File: config.mk
export PLATFORM = sky130hd
export DESIGN_NAME = cond_flag_unit
export DESIGN_NICKNAME = d
export VERILOG_FILES = /design/src/rtl/cfu_pkg.sv /design/src/rtl/cfu_rst_sync.sv /design/src/rtl/cfu_xer_flags.sv /design/src/rtl/cfu_field_slot.sv /design/src/rtl/cond_flag_unit.sv
export SDC_FILE = /design/constraint.sdc
export NUM_CORES = 1
export LEC_CHECK = 0
export ABC_AREA = 1
export BUFFER_PORTS_ARGS = -buffer_cell sky130_fd_sc_hd__buf_4
export CAP_MARGIN = 10
export CORE_ASPECT_RATIO = 1.1
export CORE_MARGIN = 4
export CORE_UTILIZATION = 44
export DETAILED_ROUTE_END_ITERATION = 6
export PLACE_DENSITY = 0.8
export SYNTH_ARGS = -nofsm -noshare
export SYNTH_HDL_FRONTEND = slang
export SYNTH_SLANG_ARGS = --single-unit
File: constraint.sdc
create_clock -name clk -period 1.63 [get_ports clk]
set_clock_uncertainty 0.2 [all_clocks]
set_input_delay 0.326 -clock clk [delete_from_list [all_inputs] [get_ports clk]]
set_output_delay 0.326 -clock clk [all_outputs]
set_load 0.005 [all_outputs]
File: src/rtl/cfu_pkg.sv
package cfu_pkg;
  localparam int CFU_FIELD_W = 4;
  localparam int CFU_REC_FIELD = 0;
  localparam int CFU_FP_FIELD  = 1;

  // One condition field, high bit first
  typedef struct packed {
    logic lt;
    logic gt;
    logic eq;
    logic so;
  } cfu_field_t;

  // {lt, gt, eq} as handed in by the producers
  typedef logic [2:0] cfu_cmp_t;
endpackage

File: src/rtl/cfu_rst_sync.sv
module cfu_rst_sync (
  input  logic clk,
  input  logic rst_n,
  output logic rst_sync_n
);
  logic stage1_q;
  logic stage2_q;

  always_ff @(posedge clk or negedge rst_n) begin
    if (!rst_n) begin
      stage1_q <= 1'b0;
      stage2_q <= 1'b0;
    end else begin
      stage1_q <= 1'b1;
      stage2_q <= stage1_q;
    end
  end

  assign rst_sync_n = stage2_q;
endmodule

File: src/rtl/cfu_xer_flags.sv
module cfu_xer_flags (
  input  logic       clk,
  input  logic       rst_n,
  input  logic       arith_valid,
  input  logic       arith_ca,
  input  logic       arith_ov,
  input  logic       wr_valid,
  input  logic [2:0] wr_data,
  output logic       ca_q,
  output logic       ov_q,
  output logic       so_q,
  output logic       so_next
);
  logic ca_d, ov_d, so_d;
  logic flag_en;

  always_comb begin
    ca_d    = ca_q;
    ov_d    = ov_q;
    so_d    = so_q;
    flag_en = 1'b0;
    if (wr_valid) begin
      ca_d    = wr_data[0];
      ov_d    = wr_data[1];
      so_d    = wr_data[2];
      flag_en = 1'b1;
    end
    if (arith_valid) begin
      ca_d    = arith_ca;
      ov_d    = arith_ov;
      so_d    = so_d | arith_ov;
      flag_en = 1'b1;
    end
  end

  assign so_next = so_d;

  always_ff @(posedge clk or negedge rst_n) begin
    if (!rst_n) begin
      ca_q <= 1'b0;
      ov_q <= 1'b0;
      so_q <= 1'b0;
    end else if (flag_en) begin
      ca_q <= ca_d;
      ov_q <= ov_d;
      so_q <= so_d;
    end
  end
endmodule

File: src/rtl/cfu_field_slot.sv
module cfu_field_slot
  import cfu_pkg::*;
#(
  parameter int IDX   = 0,
  parameter int SEL_W = 3
) (
  input  logic             clk,
  input  logic             rst_n,
  input  logic             cmp_valid,
  input  logic [SEL_W-1:0] cmp_sel,
  input  cfu_cmp_t         cmp_flags,
  input  logic             rec_valid,
  input  cfu_cmp_t         rec_flags,
  input  logic             fp_valid,
  input  cfu_cmp_t         fp_flags,
  input  logic             mv_en,
  input  logic [3:0]       mv_nib,
  input  logic             so_next,
  output cfu_field_t       field_q
);
  localparam bit IS_REC = (IDX == CFU_REC_FIELD);
  localparam bit IS_FP  = (IDX == CFU_FP_FIELD);

  logic       cmp_hit, rec_hit, fp_hit;
  cfu_field_t field_d;
  logic       field_en;

  assign cmp_hit = cmp_valid && (cmp_sel == SEL_W'(IDX));
  assign rec_hit = IS_REC && rec_valid;
  assign fp_hit  = IS_FP && fp_valid;

  // Priority: compare, integer record, floating record, move
  always_comb begin
    field_d  = field_q;
    field_en = 1'b0;
    if (cmp_hit) begin
      field_d  = {cmp_flags, so_next};
      field_en = 1'b1;
    end else if (rec_hit) begin
      field_d  = {rec_flags, so_next};
      field_en = 1'b1;
    end else if (fp_hit) begin
      field_d  = {fp_flags, so_next};
      field_en = 1'b1;
    end else if (mv_en) begin
      field_d  = mv_nib;
      field_en = 1'b1;
    end
  end

  always_ff @(posedge clk or negedge rst_n) begin
    if (!rst_n) begin
      field_q <= '0;
    end else if (field_en) begin
      field_q <= field_d;
    end
  end
endmodule

File: src/rtl/cond_flag_unit.sv
module cond_flag_unit
  import cfu_pkg::*;
#(
  parameter int DATA_W = 32,
  parameter int NFIELD = 8,
  localparam int SEL_W = $clog2(NFIELD),
  localparam int CR_W  = NFIELD * CFU_FIELD_W
) (
  input  logic              clk,
  input  logic              rst_n,
  input  logic              rec_valid,
  input  logic [DATA_W-1:0] rec_result,
  input  logic              cmp_valid,
  input  logic [SEL_W-1:0]  cmp_sel,
  input  logic [2:0]        cmp_flags,
  input  logic              fp_valid,
  input  logic [2:0]        fp_flags,
  input  logic              arith_valid,
  input  logic              arith_ca,
  input  logic              arith_ov,
  input  logic              xer_wr_valid,
  input  logic [2:0]        xer_wr_data,
  input  logic              mv_valid,
  input  logic [NFIELD-1:0] mv_mask,
  input  logic [CR_W-1:0]   mv_data,
  input  logic [SEL_W-1:0]  rd_sel,
  output logic [CR_W-1:0]   cr_o,
  output logic [3:0]        rd_field,
  output logic              ca_o,
  output logic              ov_o,
  output logic              so_o
);
  logic       rst_q_n;
  logic       so_next;
  cfu_cmp_t   rec_flags;
  logic       res_neg, res_zero;
  cfu_field_t fld [NFIELD];

  cfu_rst_sync u_rst (
    .clk        (clk),
    .rst_n      (rst_n),
    .rst_sync_n (rst_q_n)
  );

  // Signed classification of the integer result
  assign res_neg   = rec_result[DATA_W-1];
  assign res_zero  = (rec_result == '0);
  assign rec_flags = {res_neg, ~res_neg & ~res_zero, res_zero};

  cfu_xer_flags u_xer (
    .clk         (clk),
    .rst_n       (rst_q_n),
    .arith_valid (arith_valid),
    .arith_ca    (arith_ca),
    .arith_ov    (arith_ov),
    .wr_valid    (xer_wr_valid),
    .wr_data     (xer_wr_data),
    .ca_q        (ca_o),
    .ov_q        (ov_o),
    .so_q        (so_o),
    .so_next     (so_next)
  );

  for (genvar n = 0; n < NFIELD; n++) begin : g_field
    localparam int HI = CR_W - 1 - CFU_FIELD_W * n;
    cfu_field_slot #(
      .IDX   (n),
      .SEL_W (SEL_W)
    ) u_slot (
      .clk       (clk),
      .rst_n     (rst_q_n),
      .cmp_valid (cmp_valid),
      .cmp_sel   (cmp_sel),
      .cmp_flags (cmp_flags),
      .rec_valid (rec_valid),
      .rec_flags (rec_flags),
      .fp_valid  (fp_valid),
      .fp_flags  (fp_flags),
      .mv_en     (mv_valid & mv_mask[n]),
      .mv_nib    (mv_data[HI -: CFU_FIELD_W]),
      .so_next   (so_next),
      .field_q   (fld[n])
    );
    assign cr_o[HI -: CFU_FIELD_W] = fld[n];
  end

  assign rd_field = fld[rd_sel];
endmodule

Yosys cells after proc, flatten, opt, wreduce, memory -nomap -nowiden
Index checks and enable logic that the tools add are counted.

word-level totals
  bits in registers = 37
  bits of input ports = 97
  logic and storage cells = 133

cells by class
  $lt $le $gt $ge = 1
  equality and inequality tests = 7
  muxes and demuxes = 47
  bitwise logic cells = 13
  reduce and logical (&&, ||, !) cells = 28

operator list
  cell                                                       number
  2-to-1 mux 4 bit                                           20
  logical NOT 32 bit                                         1
  2-to-1 mux 1 bit                                           26
  AND reduction 2 bit                                        9
  nonzero test 2 bit                                         7
  binary-select mux 4 bit (select 3 bit)                     1
  == test 3 bit (second input constant)                      4
  AND 1 bit                                                  9
  logical AND 1 bit                                          8
  == test 3 x 2 -> 1 bit (second input constant)             2
  nonzero test 3 bit                                         2
  greater-or-equal comparator 4 bit (second input constant)  1
  NOT 3 -> 4 bit                                             1
  == test 3 x 1 -> 1 bit (second input constant)             1
  logical NOT 3 bit                                          1
  NOT 1 bit                                                  2
  bitwise OR 1 bit                                           1

Logic depth before layout (Yosys ltp)
Gate-level depths: netlist of run 1.

  word-level depth = 5
  depth in mapped cells = 9
  mapped depth without buffers = 9

By module
A second synthesis of run 1 with hierarchy kept.

second synthesis, totals
  cells, all modules = 468
  area, all modules = 2845.2 um^2

by module, submodules not included
  module                                  times used  cells each  area each (um^2)  seq. area each (um^2)
  cfu_field_slot (g_field[3].u_slot ...)  3           38          252.7             100.1
  cond_flag_unit                          1           120         506.7             0.0
  cfu_field_slot (g_field[2].u_slot ...)  2           37          249.0             100.1
  cfu_field_slot (g_field[0].u_slot)      1           50          317.8             100.1
  cfu_field_slot (g_field[1].u_slot)      1           50          312.8             100.1
  cfu_field_slot (g_field[7].u_slot)      1           39          256.5             100.1
  cfu_xer_flags                           1           18          141.4             75.1
  cfu_rst_sync                            1           3           53.8              50.0

Worst setup path before layout of run 1
OpenSTA, ideal clock, no wires.

  path type = in2out
  start point = input rd_sel[1]
  end point = output rd_field[1]
  data arrival time = 1024 ps
  required time = 1104 ps
  slack = 80 ps
  stages = 7
  buffers on the path = 1
  path through = buf_2 inv_1 a21oi_1 o21ai_0 nand2_1 nor2_1 a31oi_1

between the ends
  longest elaborated chain between the ends = 4

RTL lines
  what                                                  RTL line              text
  start, declared                                       cond_flag_unit.sv:26  input logic [SEL_W-1:0] rd_sel,
  NOT 3 -> 4 bit (implied by the code)                  cond_flag_unit.sv:87  assign rd_field = fld[rd_sel];
  binary-select mux 4 bit (select 3 bit)                cond_flag_unit.sv:87
  2-to-1 mux 4 bit (implied by the code) (2 in series)  cond_flag_unit.sv:87
  end, declared                                         cond_flag_unit.sv:28  output logic [3:0] rd_field,

No other way between the ends. The select of a mux whose other input is x is not followed.

Worst setup path in the final report of run 1
  start point = register g_field[5].u_slot.field_q[0] (netlist name)
  end point = output rd_field[0]

between the ends
  longest elaborated chain between the ends = 3

RTL lines
  what                                                  RTL line              text
  start, declared                                       cfu_field_slot.sv:19  output cfu_field_t field_q
  start signal, assigned                                cfu_field_slot.sv:55  field_q <= field_d;
  binary-select mux 4 bit (select 3 bit)                cond_flag_unit.sv:87
  2-to-1 mux 4 bit (implied by the code) (2 in series)  cond_flag_unit.sv:87

No other way between the ends. The select of a mux whose other input is x is not followed.

==> run_results.csv, run 1 <==
group,metric,value,unit
logic_synthesis,syn_avg_cell_area,7.36,sq um
floorplan,ios,136,
floorplan,die_h,84.4,um
routing,dr_total_vias,2743,
status,failed_checks,"setup timing",
hold_path,hold_path_class,"in2reg",
routing,drtAntennaViolNets,0,
routing,wire_per_inst,15.0,um
sta,finalHoldViolCount,0,
logic_synthesis,syn_inst,317,
floorplan,dieArea,0.00653,sq mm
floorplan,start_util,46.0,%
worst_setup_path,crit_fanout,2,
finish,fillers,468,
routing,postRouteWirelength,7810,um
logic_synthesis,synth_edf_count,0,
floorplan,coreArea,0.00507,sq mm
grt,grt_max_degree,36,
logic_synthesis,yosysWarnings,0,
finish,drive_gt1_share,39.5,%
logic_synthesis,synth_nets,414,
cts,cts_made_buffers,5,
power,leakage,1.86,nW
grt,grt_pass1_wl,12800,um
logic_synthesis,synth-compound-area-share,19.3,%
logic_synthesis,ys_types,29,
grt,grt_pass1_vias,2697,
cts,clock_sinks,37,
finish,areaGrowthSynthToFinish,51.8,%
place,port_buffers,135,
worst_setup_path,crit_end,"rd_field[0]",
sta,layout_min_cycle_time,1890,ps
sta,fmax,0.529,GHz
logic_synthesis,synth.area.top_cells,"dfrtp_1 40%, nand2_1 8.5%, nand3_1 7.9%, nor2_1 6.9%, inv_1 5.8%",
grt,antenna_found_initial,0,
cts,cts_max_level,2,
logic_synthesis,ys_seq_elements,37,
logic_synthesis,synth_xor_xnor_area_share,0,%
sta,rsz0062_at_grt,"true",
routing,vias_per_cell,5.29,
worst_setup_path,cp-startpoint,"g_field[5].u_slot.field_q[0]$_DFFE_PN0P_",
logic_synthesis,synth_top_area_cell,"dfrtp_1",
sta,slew_violations,0,
finish,multi_input_area,0.00120,sq mm
flow_run,max_cap_violations,0,
grt,grt_overflow,0,
routing,drtIter0Drc,183,
logic_synthesis,synth_top_family_by_area,"simple AND/OR/NAND/NOR gates",
worst_setup_path,crit_arrival,1360,ps
cts,clk_latency,280,ps
grt,track_usage,24.3,%
routing,first_pass_iters,4,
cts,cts_tree,"done",
routing,drcViolationCount,0,
place,gp_congestion,0.908,
worst_setup_path,setup.worst_path.end_class,"primary output",
cts,clockBufferDepth,2,
logic_synthesis,synth_flop_cell,"dfrtp_1",
worst_setup_path,crit_required,1100,ps
worst_setup_path,r2r_slack,260,ps
logic_synthesis,synthSimpleGateAreaFrac,30.3,%
sta,setup_ws,-259,ps
sta,hold_ws,58.5,ps
sta,post-route-period-util,116,%
worst_setup_path,rr_endpoint,"g_field[2].u_slot.field_q[0]$_DFFE_PN0P_",
worst_setup_path,r2r_cells,6,
cts,clockRootBuffer,"clkbuf_8",
place,pre_cts_ws,-303,ps
logic_synthesis,muxShareOfSynthArea,1.29,%
power,vdd_ir_drop_max,0.419,mV
worst_setup_path,crit_type,"reg2out",
place,hpwl,6270,um
sta,setup_viol,4,
worst_setup_path,cp-start-kind,"flip-flop",
status,status,"finished with violations",
logic_synthesis,seq_area_frac_synth,39.7,%
worst_setup_path,regToRegStartpoint,"u_xer.so_q$_DFFE_PN0P_",
finish,diodes,0,
finish,final_nets,558,
logic_synthesis,yosys-top-cells-count,"53 x nand2_1, 43 x nor2_1, 37 x dfrtp_1, 37 x nand3_1, 36 x inv_1",
logic_synthesis,netlist_area,0.00233,sq mm
cts,cts.clk_slew.worst_paths,70,ps
finish,register_area,926,sq um
floorplan,die_w,77.4,um
power,cellPowerDensity,754,mW/mm^2
logic_synthesis,postSynth.asyncResetShare,100,%
logic_synthesis,synth_top_area_share,39.7,%
logic_synthesis,synthAdderAreaFrac,0,%
logic_synthesis,synth.most_common_cell,"nand2_1",
floorplan,fp-row-count,27,
layout make-up:
type	count	share of cell area (%)
well taps	58	2.05
repair buffers	144	30.6
multi-input cells	229	33.9
clock buffers	7	2.44
repair inverters	2	0.283
inverters	42	4.56
flip-flops and latches	37	26.1
worst max-delay path, cell delays in order (launching register included):
cell and delay [ps]:
dfrtp_1 350, inv_1 50, a21oi_1 100, o21ai_1 90, nand2_1 70, nor2_1 40, a31oi_1 220, buf_4 160
metrics by stage:
step / std cells / TNS, ps / instance area, sq um / power, mW / utilization [%]
2_1_floorplan: 317 / 0 / 2330 / 1.49 / -
3_3_place_gp: 506 / -974 / 3400 / 1.99 / 67.1
3_5_place_dp: 506 / -1050 / 3400 / 2.01 / 67.1
4_1_cts: 518 / -844 / 3530 / 2.68 / 69.7
5_1_grt: 519 / -1340 / 3540 / 2.84 / 69.9
6_report: 519 / -932 / 3540 / 2.67 / 69.9
worst min-delay path by stage:
| stage | start | endpoint | slack [ps] | cells past startpoint |
|---|---|---|---|---|
| 3_5_place_dp | rst_n | u_rst.rst_sync_n$_DFF_PN0_ | -90 | 1 |
| 2_1_floorplan | rst_n | u_rst.rst_sync_n$_DFF_PN0_ | -170 | 0 |
| 3_3_place_gp | rst_n | u_rst.rst_sync_n$_DFF_PN0_ | -90 | 1 |
| 6_report | arith_ca | u_xer.ca_q$_DFFE_PN0P_ | 60 | 3 |
| 4_1_cts | arith_ca | u_xer.ca_q$_DFFE_PN0P_ | 50 | 3 |
| 5_1_grt | mv_data[7] | g_field[6].u_slot.field_q[3]$_DFFE_PN0P_ | 80 | 3 |
placed cells by master (no fill, tap or decap), drive strengths merged:
cell type	synthesis	final
nand3	38	38
inv	42	41
dfrtp	37	37
a31oi	6	6
a21oi	16	16
mux2i	3	3
nand2	60	60
nor2	48	48
o21ai	32	32
o211ai	10	10
clkinvlp	0	3
buf	8	143
nor3	3	3
clkbuf	1	7
o221ai	10	10
conb	1	1
o22ai	1	1
nor4	1	1
dlygate4sd3	0	1
power by group:
| group | internal (mW) | switching, mW |
|---|---|---|
| Sequential | 1.04 | 0.106 |
| Clock | 0.336 | 0.310 |
| Combinational | 0.482 | 0.396 |
flip-flops by register name, indices dropped and copies added, names as in the netlist:
register	flops
u_rst.rst_sync_n	1
u_xer.ca_q	1
g_field.u_slot.field_q	32
u_xer.ov_q	1
u_rst.stage1_q	1
u_xer.so_q	1
layer usage:
| metal | up-vias | track usage, % | routed length (um) | share of wire (%) |
|---|---|---|---|---|
| met5 | - | 0 | 0 | 0 |
| met4 | 0 | 7.44 | 176 | 2.3 |
| met3 | 14 | 5.69 | 687 | 8.8 |
| met2 | 135 | 42.3 | 3830 | 49 |
| met1 | 1238 | 29.7 | 3110 | 40 |
| li1 | 1356 | - | - | - |
logic make-up after synthesis:
kind of cell,count (synthesis)
other,1
buffers and inverters,51
and+or+nand+nor,150
DFF,37
muxes,3
AOI/OAI and AO/OA,75
timing repair:
action | 4_1_cts | 5_1_grt
pin swaps | 5 | 1
buffers inserted | 3 | 0
hold endpoints to repair | 2 | 0
gates cloned | 1 | 1
setup endpoints to repair | 4 | 4
gates resized for setup | 15 | 4
hold buffers | 1 | 0
Note: power is estimated with default switching activity, not from simulation.
==> inputs of run 2 (changes only) <==
--- a/config.mk
+++ b/config.mk
@@ -5,12 +5,11 @@
 export SDC_FILE = /design/constraint.sdc
 export NUM_CORES = 1
 export LEC_CHECK = 0
-export ABC_AREA = 1
 export BUFFER_PORTS_ARGS = -buffer_cell sky130_fd_sc_hd__buf_4
 export CAP_MARGIN = 10
 export CORE_ASPECT_RATIO = 1.1
 export CORE_MARGIN = 4
-export CORE_UTILIZATION = 44
+export CORE_UTILIZATION = 43
 export DETAILED_ROUTE_END_ITERATION = 6
 export PLACE_DENSITY = 0.8
 export SYNTH_ARGS = -nofsm -noshare
==> run_results.csv, run 2 <==
group,metric,value,unit
floorplan,die_w,75.4,um
logic_synthesis,synth_top_area_cell,"dfrtp_1",
logic_synthesis,synth.most_common_cell,"dfrtp_1",
floorplan,die_h,82.1,um
logic_synthesis,netlist_area,0.00215,sq mm
cts,cts_tree,"done",
logic_synthesis,ys_seq_elements,37,
worst_setup_path,crit_chain,"mux4_2, mux2_4, buf_6",
sta,hold_ws,3.48,ps
routing,drtAntennaViolNets,0,
logic_synthesis,syn_inst,206,
floorplan,start_util,45.2,%
worst_setup_path,crit_required,1100,ps
logic_synthesis,synth.area.top_cells,"dfrtp_1 43%, mux2i_1 12%, mux4_2 8.4%, mux2_2 6.8%, nand2_1 5.4%",
place,placed_cells,432,
routing,postRouteWirelength,8140,um
sta,fmax,0.474,GHz
cts,clockRootBuffer,"clkbuf_8",
worst_setup_path,r2r_slack,230,ps
routing,vias_per_cell,5.47,
worst_setup_path,crit_arrival,1580,ps
sta,setup_viol,5,
cts,clock_sinks,37,
finish,final_common_cell,"buf_4",
worst_setup_path,path_buf_inv,1,
hold_path,hold_path_class,"reg2async",
grt,track_usage,25.3,%
place,pre_cts_ws,-382,ps
power,cellPowerDensity,803,mW/mm^2
worst_setup_path,max_stage_delay,470,ps
finish,fillers,320,
flow_run,max_cap_violations,0,
status,failed_checks,"setup timing",
finish,instances_no_fill,446,
routing,drtIter0Drc,164,
sta,tns,-1880,ps
worst_setup_path,crit_fanout,2,
finish,largest_reg_flops,32,
cts,clockBufferDepth,2,
place,hpwl,6410,um
floorplan,coreArea,0.00475,sq mm
worst_setup_path,cp-start-kind,"flip-flop",
logic_synthesis,ys_types,29,
routing,drcViolationCount,0,
worst_setup_path,crit_slowest_cell,"mux4_2",
worst_setup_path,path_delay_family,"multiplexers",
sta,layout_min_cycle_time,2110,ps
cts,cts.clk_slew.worst_paths,70,ps
logic_synthesis,yosys-top-cells-count,"37 x dfrtp_1, 31 x nand2_1, 26 x mux2i_1",
finish,areaGrowthSynthToFinish,75.2,%
logic_synthesis,yosysWarnings,0,
logic_synthesis,postSynth.asyncResetShare,100,%
grt,grt_pass1_wl,11600,um
cts,clk_latency,290,ps
sta,post-route-period-util,129,%
floorplan,dieArea,0.00619,sq mm
grt,grt_overflow,0,
logic_synthesis,synth_edf_count,0,
finish,drive_gt1_share,56.7,%
finish,multi_input_area,0.00122,sq mm
sta,finalHoldViolCount,0,
logic_synthesis,synth_flop_cell,"dfrtp_1",
floorplan,ios,136,
sta,setup_ws,-478,ps
floorplan,fp-row-count,26,
routing,dr_total_vias,2439,
routing,first_pass_iters,4,
sta,rsz0062_at_grt,"true",
cts,cts_made_buffers,5,
place,port_buffers,135,
finish,top_register,"g_field.u_slot.field_q",
routing,wire_per_inst,18.3,um
status,status,"finished with violations",
grt,antenna_found_initial,0,
logic_synthesis,synth_nets,303,
place,gp_congestion,0.829,
finish,final_cell_mix,"177 x buf_4, 37 x dfrtp_1, 31 x nand2_1",
power,vdd_ir_drop_max,0.596,mV
logic_synthesis,synth_top_area_share,43.1,%
power,leakage,1.92,nW
cts,cts_max_level,2,
worst_setup_path,setup.worst_path.end_class,"primary output",
logic_synthesis,seq_area_frac_synth,43.1,%
finish,register_area,926,sq um
logic_synthesis,syn_avg_cell_area,10.4,sq um
sta,slew_violations,0,
grt,grt_max_degree,25,
worst_setup_path,crit_type,"reg2out",
grt,grt_pass1_vias,2421,
finish,final_nets,487,
finish,diodes,0,
run 2: cell types whose count changed in the layout (fill, tap and decap cells not counted), moves of 18 or more:
cell,before,now
nor2_1,43,15
nand3_1,37,1
nand2_1,53,31
inv_1,30,2
mux2i_1,3,26
o21ai_1,18,0
buf_4,143,177
run 2: final timing paths:
check,startpoint,end,cells after the start
hold reg to reg,u_rst.rst_sync_n$_DFF_PN0_,g_field[2].u_slot.field_q[3]$_DFFE_PN0P_,1
max in group asynchronous,u_rst.rst_sync_n$_DFF_PN0_,u_xer.so_q$_DFFE_PN0P_,1
setup reg to reg,u_xer.so_q$_DFFE_PN0P_,g_field[6].u_slot.field_q[0]$_DFFE_PN0P_,4
setup / recovery,g_field[2].u_slot.field_q[2]$_DFFE_PN0P_,rd_field[2],3
min in group clk,arith_ca,u_xer.ca_q$_DFFE_PN0P_,3
hold / removal,u_rst.rst_sync_n$_DFF_PN0_,g_field[2].u_slot.field_q[3]$_DFFE_PN0P_,1
run 2: through the flow:
| stage | util, % | total power [mW] | cell area, sq um |
|---|---|---|---|
| after floorplan | - | 1.53 | 2180 |
| after global placement | 74.7 | 2.25 | 3550 |
| after detailed placement | 74.7 | 2.28 | 3550 |
| after CTS | 78.5 | 2.99 | 3730 |
| after global routing | 79.2 | 3.18 | 3760 |
| final | 79.2 | 3.02 | 3760 |
run 2: worst register-to-register path, cell delays in order (launching register included):
cell	delay [ps]
dfrtp_1	380
nor2b_1	130
a221oi_1	220
buf_4	240
o21ai_0	110
run 2: repair_timing:
action / in CTS / in global routing
endpoints found under the hold margin: 5 / 0
gates resized for setup: 8 / 8
setup endpoints to repair: 5 / 9
pin swaps: 1 / 0
hold buffers: 2 / 0
buffers inserted: 5 / 2
run 2: logic make-up after synthesis:
family / synth area share, %
mux: 27.3
simple gates: 17.3
flops: 43.1
buf+inv: 2.33
compound gates: 9.73
other cells: 0.175
run 2: layout make-up:
class	count	area share, %
clock buffers	7	2.29
inverters	2	0.200
multi-input cells	156	32.5
flip-flops and latches	37	24.6
well taps	56	1.86
repair buffers	188	38.5
run 2: report_power, final:
group / switching [mW] / internal [mW] / total (mW)
clock: 0.324 / 0.336 / 0.659
sequential: 0.100 / 1.05 / 1.15
combinational: 0.434 / 0.777 / 1.21
run 2: metal layers:
metal	vias to the layer above	wire length, um	track usage, %
li1	1127	-	-
met1	1200	2900	31.2
met2	105	4540	45.0
met3	7	628	4.24
met4	0	74	7.34
met5	-	0	0
==> inputs of run 3 (changes only) <==
--- a/config.mk
+++ b/config.mk
@@ -9,9 +9,9 @@
 export CAP_MARGIN = 10
 export CORE_ASPECT_RATIO = 1.1
 export CORE_MARGIN = 4
-export CORE_UTILIZATION = 43
+export CORE_UTILIZATION = 37
 export DETAILED_ROUTE_END_ITERATION = 6
-export PLACE_DENSITY = 0.8
+export PLACE_DENSITY = 0.7
 export SYNTH_ARGS = -nofsm -noshare
 export SYNTH_HDL_FRONTEND = slang
 export SYNTH_SLANG_ARGS = --single-unit
==> run_results.csv, run 3 (same netlist as run 2, synthesis figures left out) <==
group,metric,value,unit
sta,layout_min_cycle_time,2120,ps
finish,areaGrowthSynthToFinish,76.4,%
sta,tns,-1850,ps
finish,drive_gt1_share,57.1,%
routing,wl_met3,472,um
cts,clock_sinks,37,
power,power,3.02,mW
worst_setup_path,crit_required,1100,ps
routing,drtAntennaViolNets,0,
worst_setup_path,crit_arrival,1590,ps
finish,diodes,0,
floorplan,fp-row-count,28,
cts,cts_made_buffers,5,
cts,cts_max_level,2,
floorplan,die_h,87.9,um
routing,topRoutingLayerUsed,"met4",
finish,final_cell_mix,"173 x buf_4, 37 x dfrtp_1, 31 x nand2_1",
floorplan,dieArea,0.00709,sq mm
status,status,"finished with violations",
sta,hold_ws,53.0,ps
finish,post-route-util,68.9,%
power,vdd_ir_drop_max,0.670,mV
flow_run,max_cap_violations,0,
cts,clk_latency,290,ps
worst_setup_path,cp-start-kind,"flip-flop",
cts,clockRootBuffer,"clkbuf_8",
routing,wire_per_inst,16.6,um
grt,grt_pass1_wl,11100,um
worst_setup_path,crit_type,"reg2out",
floorplan,start_util,39.0,%
cts,cts_tree,"done",
hold_path,hold_path_class,"in2reg",
worst_setup_path,crit_fanout,2,
floorplan,die_w,80.6,um
finish,register_area,926,sq um
sta,slew_violations,0,
sta,post-route-period-util,130,%
power,leakage,1.92,nW
grt,grt_pass1_vias,2304,
place,port_buffers,135,
floorplan,coreArea,0.00550,sq mm
power,cellPowerDensity,796,mW/mm^2
finish,final_nets,483,
routing,met1_length,2950,um
cts,clockBufferDepth,2,
sta,setup_ws,-486,ps
floorplan,ios,136,
place,hpwl,6300,um
sta,setup_viol,5,
status,failed_checks,"setup timing",
worst_setup_path,setup.worst_path.end_class,"primary output",
sta,rsz0062_at_grt,"true",
grt,antenna_found_initial,0,
routing,met2_length,4140,um
place,gp_congestion,0.799,
finish,final_common_cell,"buf_4",
grt,track_usage,20.8,%
grt,grt_max_degree,36,
cts,cts.clk_slew.worst_paths,70,ps
routing,postRouteWirelength,7690,um
routing,drtIter0Drc,166,
routing,dr_total_vias,2336,
finish,top_register,"g_field.u_slot.field_q",
finish,largest_reg_flops,32,
routing,first_pass_iters,4,
sta,finalHoldViolCount,0,
finish,fillers,452,
sta,fmax,0.473,GHz
grt,grt_overflow,0,
routing,vias_per_cell,5.06,
routing,drcViolationCount,0,
finish,multi_input_area,0.00124,sq mm
run 3: path summary, 6_finish.rpt:
kind | from | endpoint | slack, ps | depth (start not counted)
max | g_field[2].u_slot.field_q[3]$_DFFE_PN0P_ | rd_field[3] | -490 | 3
min | arith_ca | u_xer.ca_q$_DFFE_PN0P_ | 50 | 3
max reg2reg | u_xer.so_q$_DFFE_PN0P_ | g_field[6].u_slot.field_q[0]$_DFFE_PN0P_ | 250 | 4
min reg2reg | u_rst.rst_sync_n$_DFF_PN0_ | g_field[6].u_slot.field_q[2]$_DFFE_PN0P_ | 80 | 1
max in group asynchronous | u_rst.rst_sync_n$_DFF_PN0_ | g_field[0].u_slot.field_q[0]$_DFFE_PN0P_ | 840 | 1
min in group asynchronous | u_rst.rst_sync_n$_DFF_PN0_ | g_field[6].u_slot.field_q[2]$_DFFE_PN0P_ | 80 | 1
run 3: cell type report:
| cell class | count | area share [%] |
|---|---|---|
| clock inverters | 1 | 0.132 |
| inverters | 2 | 0.198 |
| flip-flops and latches | 37 | 24.4 |
| well taps | 75 | 2.48 |
| clock buffers | 7 | 2.54 |
| multi-input cells | 156 | 32.7 |
| repair buffers | 184 | 37.5 |
run 3: power by group:
part / internal [mW] / leakage [nW] / switching, mW
registers: 1.05 / 0.434 / 0.0957
clock network: 0.382 / 0.0542 / 0.317
logic: 0.754 / 1.43 / 0.416
run 3: stage by stage:
step	worst slack (ps)	cell area, sq um	std cells
6_report	-486	3790	462
4_1_cts	-463	3720	461
5_1_grt	-517	3790	462
3_5_place_dp	-334	3570	451
2_1_floorplan	-141	2180	206
3_3_place_gp	-323	3570	451
run 3: timing repair:
item,4_1_cts,5_1_grt
pin swaps,3,2
hold endpoints to repair,2,0
gates resized for setup,8,11
endpoints found under the setup margin,5,6
hold buffers,1,0
buffers inserted,1,1
run 3: critical path: stages, from the launching register on:
cell and delay (ps):
dfrtp_1 410, mux4_2 480, mux2_4 290, buf_6 120
run 3: metal layers:
layer,track usage (%),vias to the layer above
li1,-,1123
met1,26.0,1119
met2,37.0,85
met3,3.81,9
met4,5.53,0
met5,0,-
